## src/rtl/coex_pkg.sv

```systemverilog
package coex_pkg;
  typedef enum logic [1:0] {
    SLOT_IDLE  = 2'd0,
    SLOT_DENY  = 2'd1,
    SLOT_GRANT = 2'd2
  } slot_e;
endpackage

```

## src/rtl/coex_sync.sv

```systemverilog
module coex_sync #(
  parameter int WIDTH  = 2,
  parameter int STAGES = 2
) (
  input  logic             clk,
  input  logic             rst_n,
  input  logic [WIDTH-1:0] d_async,
  output logic [WIDTH-1:0] q_sync
);
  localparam int LAST = STAGES - 1;

  logic [WIDTH-1:0] chain [STAGES];

  genvar s;
  generate
    for (s = 0; s < STAGES; s++) begin : g_stage
      if (s == 0) begin : g_first
        always_ff @(posedge clk) begin
          if (!rst_n) chain[s] <= '0;
          else        chain[s] <= d_async;
        end
      end else begin : g_next
        always_ff @(posedge clk) begin
          if (!rst_n) chain[s] <= '0;
          else        chain[s] <= chain[s-1];
        end
      end
    end
  endgenerate

  assign q_sync = chain[LAST];
endmodule

```

## src/rtl/coex_prio_sampler.sv

```systemverilog
module coex_prio_sampler #(
  parameter int DLY_W = 4
) (
  input  logic             clk,
  input  logic             rst_n,
  input  logic             req_s,
  input  logic             prio_s,
  input  logic [DLY_W-1:0] dly,
  output logic             prio_ok,
  output logic             prio_hi
);
  logic             req_q;
  logic             armed;
  logic [DLY_W-1:0] cnt;
  logic             rise;

  assign rise = req_s && !req_q;

  always_ff @(posedge clk) begin
    if (!rst_n) req_q <= 1'b0;
    else        req_q <= req_s;
  end

  always_ff @(posedge clk) begin
    if (!rst_n || !req_s) begin
      prio_ok <= 1'b0;
      prio_hi <= 1'b0;
      armed   <= 1'b0;
      cnt     <= '0;
    end else if (rise) begin
      if (dly == '0) begin
        prio_ok <= 1'b1;
        prio_hi <= prio_s;
      end else begin
        armed <= 1'b1;
        cnt   <= {{(DLY_W-1){1'b0}}, 1'b1};
      end
    end else if (armed && !prio_ok) begin
      if (cnt == dly) begin
        prio_ok <= 1'b1;
        prio_hi <= prio_s;
        armed   <= 1'b0;
      end else begin
        cnt <= cnt + 1'b1;
      end
    end
  end

  // once captured, the priority stays put for the slot
  a_r3_prio_held: assert property (@(posedge clk) disable iff (!rst_n)
    (prio_ok && $past(prio_ok)) |-> (prio_hi == $past(prio_hi)));
endmodule

```

## src/rtl/coex_decide.sv

```systemverilog
module coex_decide
  import coex_pkg::*;
(
  input  logic clk,
  input  logic rst_n,
  input  logic req_i,
  input  logic prio_ok_i,
  input  logic prio_hi_i,
  input  logic wl_busy_i,
  input  logic three_wire_i,
  input  logic preempt_i,
  input  logic ant_ovr_i,
  input  logic ant_val_i,
  output logic bt_deny_o,
  output logic mac_hold_o,
  output logic ant_sel_o
);
  slot_e slot;
  logic  high_slot;

  assign high_slot = three_wire_i && preempt_i && prio_ok_i && prio_hi_i;

  always_comb begin
    if (!req_i)                      slot = SLOT_IDLE;
    else if (high_slot)              slot = SLOT_GRANT;
    else if (wl_busy_i)              slot = SLOT_DENY;
    else                             slot = SLOT_GRANT;
  end

  always_ff @(posedge clk) begin
    if (!rst_n) begin
      bt_deny_o  <= 1'b0;
      mac_hold_o <= 1'b0;
      ant_sel_o  <= 1'b0;
    end else begin
      bt_deny_o  <= (slot == SLOT_DENY);
      mac_hold_o <= (slot == SLOT_GRANT);
      ant_sel_o  <= ant_ovr_i ? ant_val_i : (slot == SLOT_GRANT);
    end
  end

  // two-wire request meets busy WLAN -> denied
  a_r4_deny_busy: assert property (@(posedge clk) disable iff (!rst_n)
    (req_i && wl_busy_i && !three_wire_i) |=> (bt_deny_o && !mac_hold_o));
  // deny and hold never together
  a_r5_exclusive: assert property (@(posedge clk) disable iff (!rst_n)
    !(bt_deny_o && mac_hold_o));
  // captured high priority preempts
  a_r6_preempt: assert property (@(posedge clk) disable iff (!rst_n)
    (req_i && three_wire_i && preempt_i && prio_ok_i && prio_hi_i) |=> (!bt_deny_o && mac_hold_o));
  // deny released one clock after busy or request ends
  a_r8_release: assert property (@(posedge clk) disable iff (!rst_n)
    (!req_i || !wl_busy_i) |=> !bt_deny_o);
  // override drives antenna select
  a_r9_ant_ovr: assert property (@(posedge clk) disable iff (!rst_n)
    ant_ovr_i |=> (ant_sel_o == $past(ant_val_i)));
  // no request, both lines quiet
  a_r10_idle: assert property (@(posedge clk) disable iff (!rst_n)
    !req_i |=> (!bt_deny_o && !mac_hold_o));
endmodule

```

## src/rtl/coex_arbiter.sv

```systemverilog
module coex_arbiter #(
  parameter int DLY_W       = 4,
  parameter int SYNC_STAGES = 2
) (
  input  logic             clk,
  input  logic             rst_n,
  input  logic             bt_req_a,
  input  logic             bt_prio_a,
  input  logic             wl_busy,
  input  logic             cfg_three_wire,
  input  logic             cfg_prio_preempt,
  input  logic [DLY_W-1:0] cfg_prio_dly,
  input  logic             cfg_ant_ovr,
  input  logic             cfg_ant_val,
  output logic             bt_deny,
  output logic             mac_hold,
  output logic             ant_sel
);
  localparam int NUM_ASYNC = 2;

  logic [NUM_ASYNC-1:0] bt_sync;
  logic                 req_s;
  logic                 prio_s;
  logic                 prio_ok;
  logic                 prio_hi;

  coex_sync #(.WIDTH(NUM_ASYNC), .STAGES(SYNC_STAGES)) u_sync (
    .clk     (clk),
    .rst_n   (rst_n),
    .d_async ({bt_prio_a, bt_req_a}),
    .q_sync  (bt_sync)
  );

  assign req_s  = bt_sync[0];
  assign prio_s = bt_sync[1];

  coex_prio_sampler #(.DLY_W(DLY_W)) u_sampler (
    .clk     (clk),
    .rst_n   (rst_n),
    .req_s   (req_s),
    .prio_s  (prio_s),
    .dly     (cfg_prio_dly),
    .prio_ok (prio_ok),
    .prio_hi (prio_hi)
  );

  coex_decide u_decide (
    .clk          (clk),
    .rst_n        (rst_n),
    .req_i        (req_s),
    .prio_ok_i    (prio_ok),
    .prio_hi_i    (prio_hi),
    .wl_busy_i    (wl_busy),
    .three_wire_i (cfg_three_wire),
    .preempt_i    (cfg_prio_preempt),
    .ant_ovr_i    (cfg_ant_ovr),
    .ant_val_i    (cfg_ant_val),
    .bt_deny_o    (bt_deny),
    .mac_hold_o   (mac_hold),
    .ant_sel_o    (ant_sel)
  );
endmodule

```

## config.mk

```make
export PLATFORM = sky130hd
export DESIGN_NAME = coex_arbiter
export DESIGN_NICKNAME = d
export VERILOG_FILES = /design/src/rtl/coex_pkg.sv /design/src/rtl/coex_sync.sv /design/src/rtl/coex_prio_sampler.sv /design/src/rtl/coex_decide.sv /design/src/rtl/coex_arbiter.sv
export SDC_FILE = /design/constraint.sdc
export NUM_CORES = 1
export LEC_CHECK = 0
export BUFFER_PORTS_ARGS = -buffer_cell sky130_fd_sc_hd__buf_4
export CORE_MARGIN = 10
export CORE_UTILIZATION = 45
export CTS_CLUSTER_DIAMETER = 150
export CTS_CLUSTER_SIZE = 40
export DETAILED_ROUTE_END_ITERATION = 12
export GPL_ROUTABILITY_DRIVEN = 0
export MAX_ROUTING_LAYER = met4
export PLACE_DENSITY_LB_ADDON = 0.25
export SYNTH_ARGS = -nofsm -noshare
export SYNTH_HDL_FRONTEND = slang
export SYNTH_SLANG_ARGS = --single-unit
```

## constraint.sdc

```tcl
create_clock -name clk -period 3.5 [get_ports clk]
set_clock_uncertainty 0.05 [all_clocks]
set_input_delay 0.175 -clock clk [delete_from_list [all_inputs] [get_ports clk]]
set_output_delay 0.175 -clock clk [all_outputs]
set_load 0.005 [all_outputs]
```

==> flow_summary.json <==
{
  "worstRegToRegCells": 4,
  "cts_max_path_buffers": 2,
  "netlist_top_cells_area": "sky130_fd_sc_hd__dfxtp_1, sky130_fd_sc_hd__xnor2_2, sky130_fd_sc_hd__nand2_1, sky130_fd_sc_hd__and2_1, sky130_fd_sc_hd__a31oi_1",
  "placement_rows": 13,
  "capturing_point_of_the_worst_reg2reg_path": "u_sampler.prio_hi$_SDFFE_PP0P_",
  "timing.fmax_mhz": 596,
  "setup_tns_after_final_layout_ns": 0,
  "crit_path_cell_trace": "xnor2_2 -> nand4_1 -> or4b_1 -> a31oi_1",
  "areaGrowthSynthToFinish_pct": 22.6,
  "worstSetupEndpoint": "u_sampler.prio_hi$_SDFFE_PP0P_",
  "floorplan.die.height_um": 58.9,
  "synth-seq-cells": 15,
  "clock-sinks": 15,
  "totalPowerFinal_mw": 0.300,
  "dp_hpwl_mm": 1.19,
  "yosysWarningCount": 0,
  "depth_of_the_cts_h_tree": 1,
  "yosys.area.top_type_share": 0.441,
  "synth_top_cell_by_area": "sky130_fd_sc_hd__dfxtp_1",
  "crit-reg2reg-launch": "u_sampler.cnt[2]$_SDFFE_PP0P_",
  "cts_made_buffers": 3,
  "design.core.area_um2": 1370,
  "io_buffer_count": 15,
  "cellLeakagePower_nw": 0.348,
  "final-max-slew-violation-count": 0,
  "synth.net_count": 85,
  "post_drt_wl_per_cell_um": 14.3,
  "hold_viol": 0,
  "final_cell_mix": "sky130_fd_sc_hd__buf_4, sky130_fd_sc_hd__dfxtp_1, sky130_fd_sc_hd__nand2_1, sky130_fd_sc_hd__nor2_1, sky130_fd_sc_hd__and2_1",
  "cp_top_family": "simple AND/OR/NAND/NOR gates",
  "ir_worst_vdd_mv": 0.187,
  "pre_cts_ws_ns": 1.86,
  "first_pass_iters": 4,
  "cp.required_ns": 3.66,
  "worst_skew_pair.late_latency_ns": 0.28,
  "syn_inst": 71,
  "floorplan.initialDensity": 0.498,
  "routed_via_density": 5.56,
  "cts-root-buf": "sky130_fd_sc_hd__clkbuf_4",
  "area.sequential_um2": 300,
  "antenna_found_initial": 0,
  "sum_of_buffers_and_inverters_on_the_critical_path": 0,
  "netlist-cell-type-count": 29,
  "worstMarginPinSlew_ns": 0.611,
  "fin_nets": 104,
  "tritoncts_clock_tree": "built",
  "grt_max_degree": 13,
  "dr.first_iter.drc_count": 5,
  "critical_path_arrival_ns": 1.83,
  "die_x_um": 58.9,
  "route.antenna.remaining_nets": 0,
  "routed-via-count": 578,
  "final_cell_count_no_fill": 104,
  "cp_num_cells": 4,
  "setup_viol": 0,
  "cpMaxStageDelayCell": "sky130_fd_sc_hd__or4b_1",
  "syn_area_um2": 681,
  "first_global_vias": 606,
  "post-route-period-util": 0.479,
  "cts-resized-gates": 0,
  "critical_path.endpoint_type": "flop",
  "final.setup.worst_slack_ns": 1.82,
  "hp-start": "wl_busy",
  "remaining_drc_errors": 0,
  "antenna_cells": 0,
  "seq_area_frac_synth": 0.441,
  "drv.max_cap_violation_count": 0,
  "startpoint": "u_sampler.cnt[2]$_SDFFE_PP0P_",
  "floorplan_die_area_um2": 3470,
  "fill_cells": 130,
  "unrepaired_setup_endpoints_after_global_routing": "false",
  "total_length_of_routed_wires_mm": 1.48,
  "startpoint_type": "flop",
  "timing.slew.headroom": 0.592,
  "globalRouteTotalUtil": 0.101,
  "num_io_pins": 16,
  "critical_path_peak_fanout": 5,
  "wire_length_of_the_first_global_routing_pass_mm": 2.67,
  "post_cts_setup_bufs": 0,
  "multi_input_comb_area_um2": 369,
  "path_class": "reg2reg",
  "overflow": 0,
  "place_inst": 100,
  "finalWorstPathRequiredPeriod_ns": 1.68,
  "syn_area_per_cell_um2": 9.59,
  "cts_clk_pin_slew_worst_paths_ns": 0.09,
  "hold_path.class": "in2reg",
  "worst-r2r-setup-slack_ns": 1.82,
  "status": "complete, no violations",
  "cp_slowest_stage_delay_ns": 0.55,
  "power.density_cell_area_nw_per_um2": 360,
  "postCtsHoldBufs": 0,
  "fraction_of_final_layout_cells_with_drive_strength_greater_than_1": 0.270
}
cells in the mapped netlist:
cell type and count:
sky130_fd_sc_hd__nor4_1 1, sky130_fd_sc_hd__nor2b_1 1, sky130_fd_sc_hd__clkbuf_1 1, sky130_fd_sc_hd__o311ai_0 1, sky130_fd_sc_hd__nand2_1 9, sky130_fd_sc_hd__nand4_1 2
sky130_fd_sc_hd__a41oi_2 1, sky130_fd_sc_hd__or4b_1 1, sky130_fd_sc_hd__a32o_1 1, sky130_fd_sc_hd__o31ai_1 1, sky130_fd_sc_hd__and2_1 5, sky130_fd_sc_hd__o311a_1 1
sky130_fd_sc_hd__xnor2_2 4, sky130_fd_sc_hd__a31oi_1 3, sky130_fd_sc_hd__nor2_1 5, sky130_fd_sc_hd__dfxtp_1 15, sky130_fd_sc_hd__nand2b_1 2, sky130_fd_sc_hd__ha_1 1
sky130_fd_sc_hd__and3_2 1, sky130_fd_sc_hd__nand3_1 3, sky130_fd_sc_hd__a21oi_1 2, sky130_fd_sc_hd__a221oi_1 1, sky130_fd_sc_hd__o21ai_1 1, sky130_fd_sc_hd__and3_1 1
sky130_fd_sc_hd__or3_1 1, sky130_fd_sc_hd__inv_1 2, sky130_fd_sc_hd__a21boi_0 1, sky130_fd_sc_hd__a21o_1 2, sky130_fd_sc_hd__nand3b_1 1
worst min path at each step:
stage	end	slack [ns]	cells past startpoint
2_1_floorplan	u_decide.mac_hold_o$_SDFF_PN0_	0.22	1
3_3_place_gp	u_decide.mac_hold_o$_SDFF_PN0_	0.31	2
3_5_place_dp	u_decide.mac_hold_o$_SDFF_PN0_	0.32	2
4_1_cts	u_decide.mac_hold_o$_SDFF_PN0_	0.01	2
5_1_grt	u_decide.mac_hold_o$_SDFF_PN0_	0.02	2
6_report	u_decide.mac_hold_o$_SDFF_PN0_	0.03	2
cell families (layout without fill, tap and decap cells):
logic type / after synthesis / count (layout) / synth area share
simple gates: 33 / 33 / 0.256
compound gates: 15 / 15 / 0.173
flops: 15 / 15 / 0.441
xor+xnor: 4 / 4 / 0.0956
buf+inv: 3 / 21 / 0.0165
fa+ha+maj: 1 / 1 / 0.0184
worst reg2reg max path: stages (launching register included):
cell and delay, ns:
sky130_fd_sc_hd__dfxtp_1 0.46, sky130_fd_sc_hd__xnor2_2 0.16, sky130_fd_sc_hd__nand4_1 0.22, sky130_fd_sc_hd__or4b_1 0.55
sky130_fd_sc_hd__a31oi_1 0.17
state kept, by name (all words and copies together) (netlist names):
name                 count
u_decide.mac_hold_o      1
u_sampler.prio_hi        1
u_sync.chain             4
u_sampler.cnt            4
u_sampler.prio_ok        1
u_sampler.armed          1
u_decide.ant_sel_o       1
u_decide.bt_deny_o       1
u_sampler.req_q          1
through the flow:
step                      utilization  area (µm²)  hold slack (ns)
after global routing            0.611         835           0.0197
after floorplan                     -         681            0.217
final                           0.611         835           0.0251
after detailed placement        0.592         808            0.316
after global placement          0.592         808            0.315
after CTS                       0.611         835           0.0115
metal layers:
layer | up-vias | track usage | wire [µm]
met4 | 0 | 0.0590 | 8
met1 | 272 | 0.107 | 655
met3 | 2 | 0.0322 | 99
met2 | 11 | 0.159 | 720
met5 | - | - | 0
li1 | 293 | - | -
where the power goes:
part           internal (mW)  switching (mW)
clock                 0.0442          0.0525
combinational         0.0162          0.0120
sequential             0.174         0.00139
total                  0.234          0.0659
final cells by class:
type	instances	area share
sequential	15	0.360
tap	15	0.0225
inverter	2	0.00900
multi-input combinational	53	0.442
clock buffer	4	0.0315
timing repair buffer	15	0.135
(Power assumes the default switching activity.)
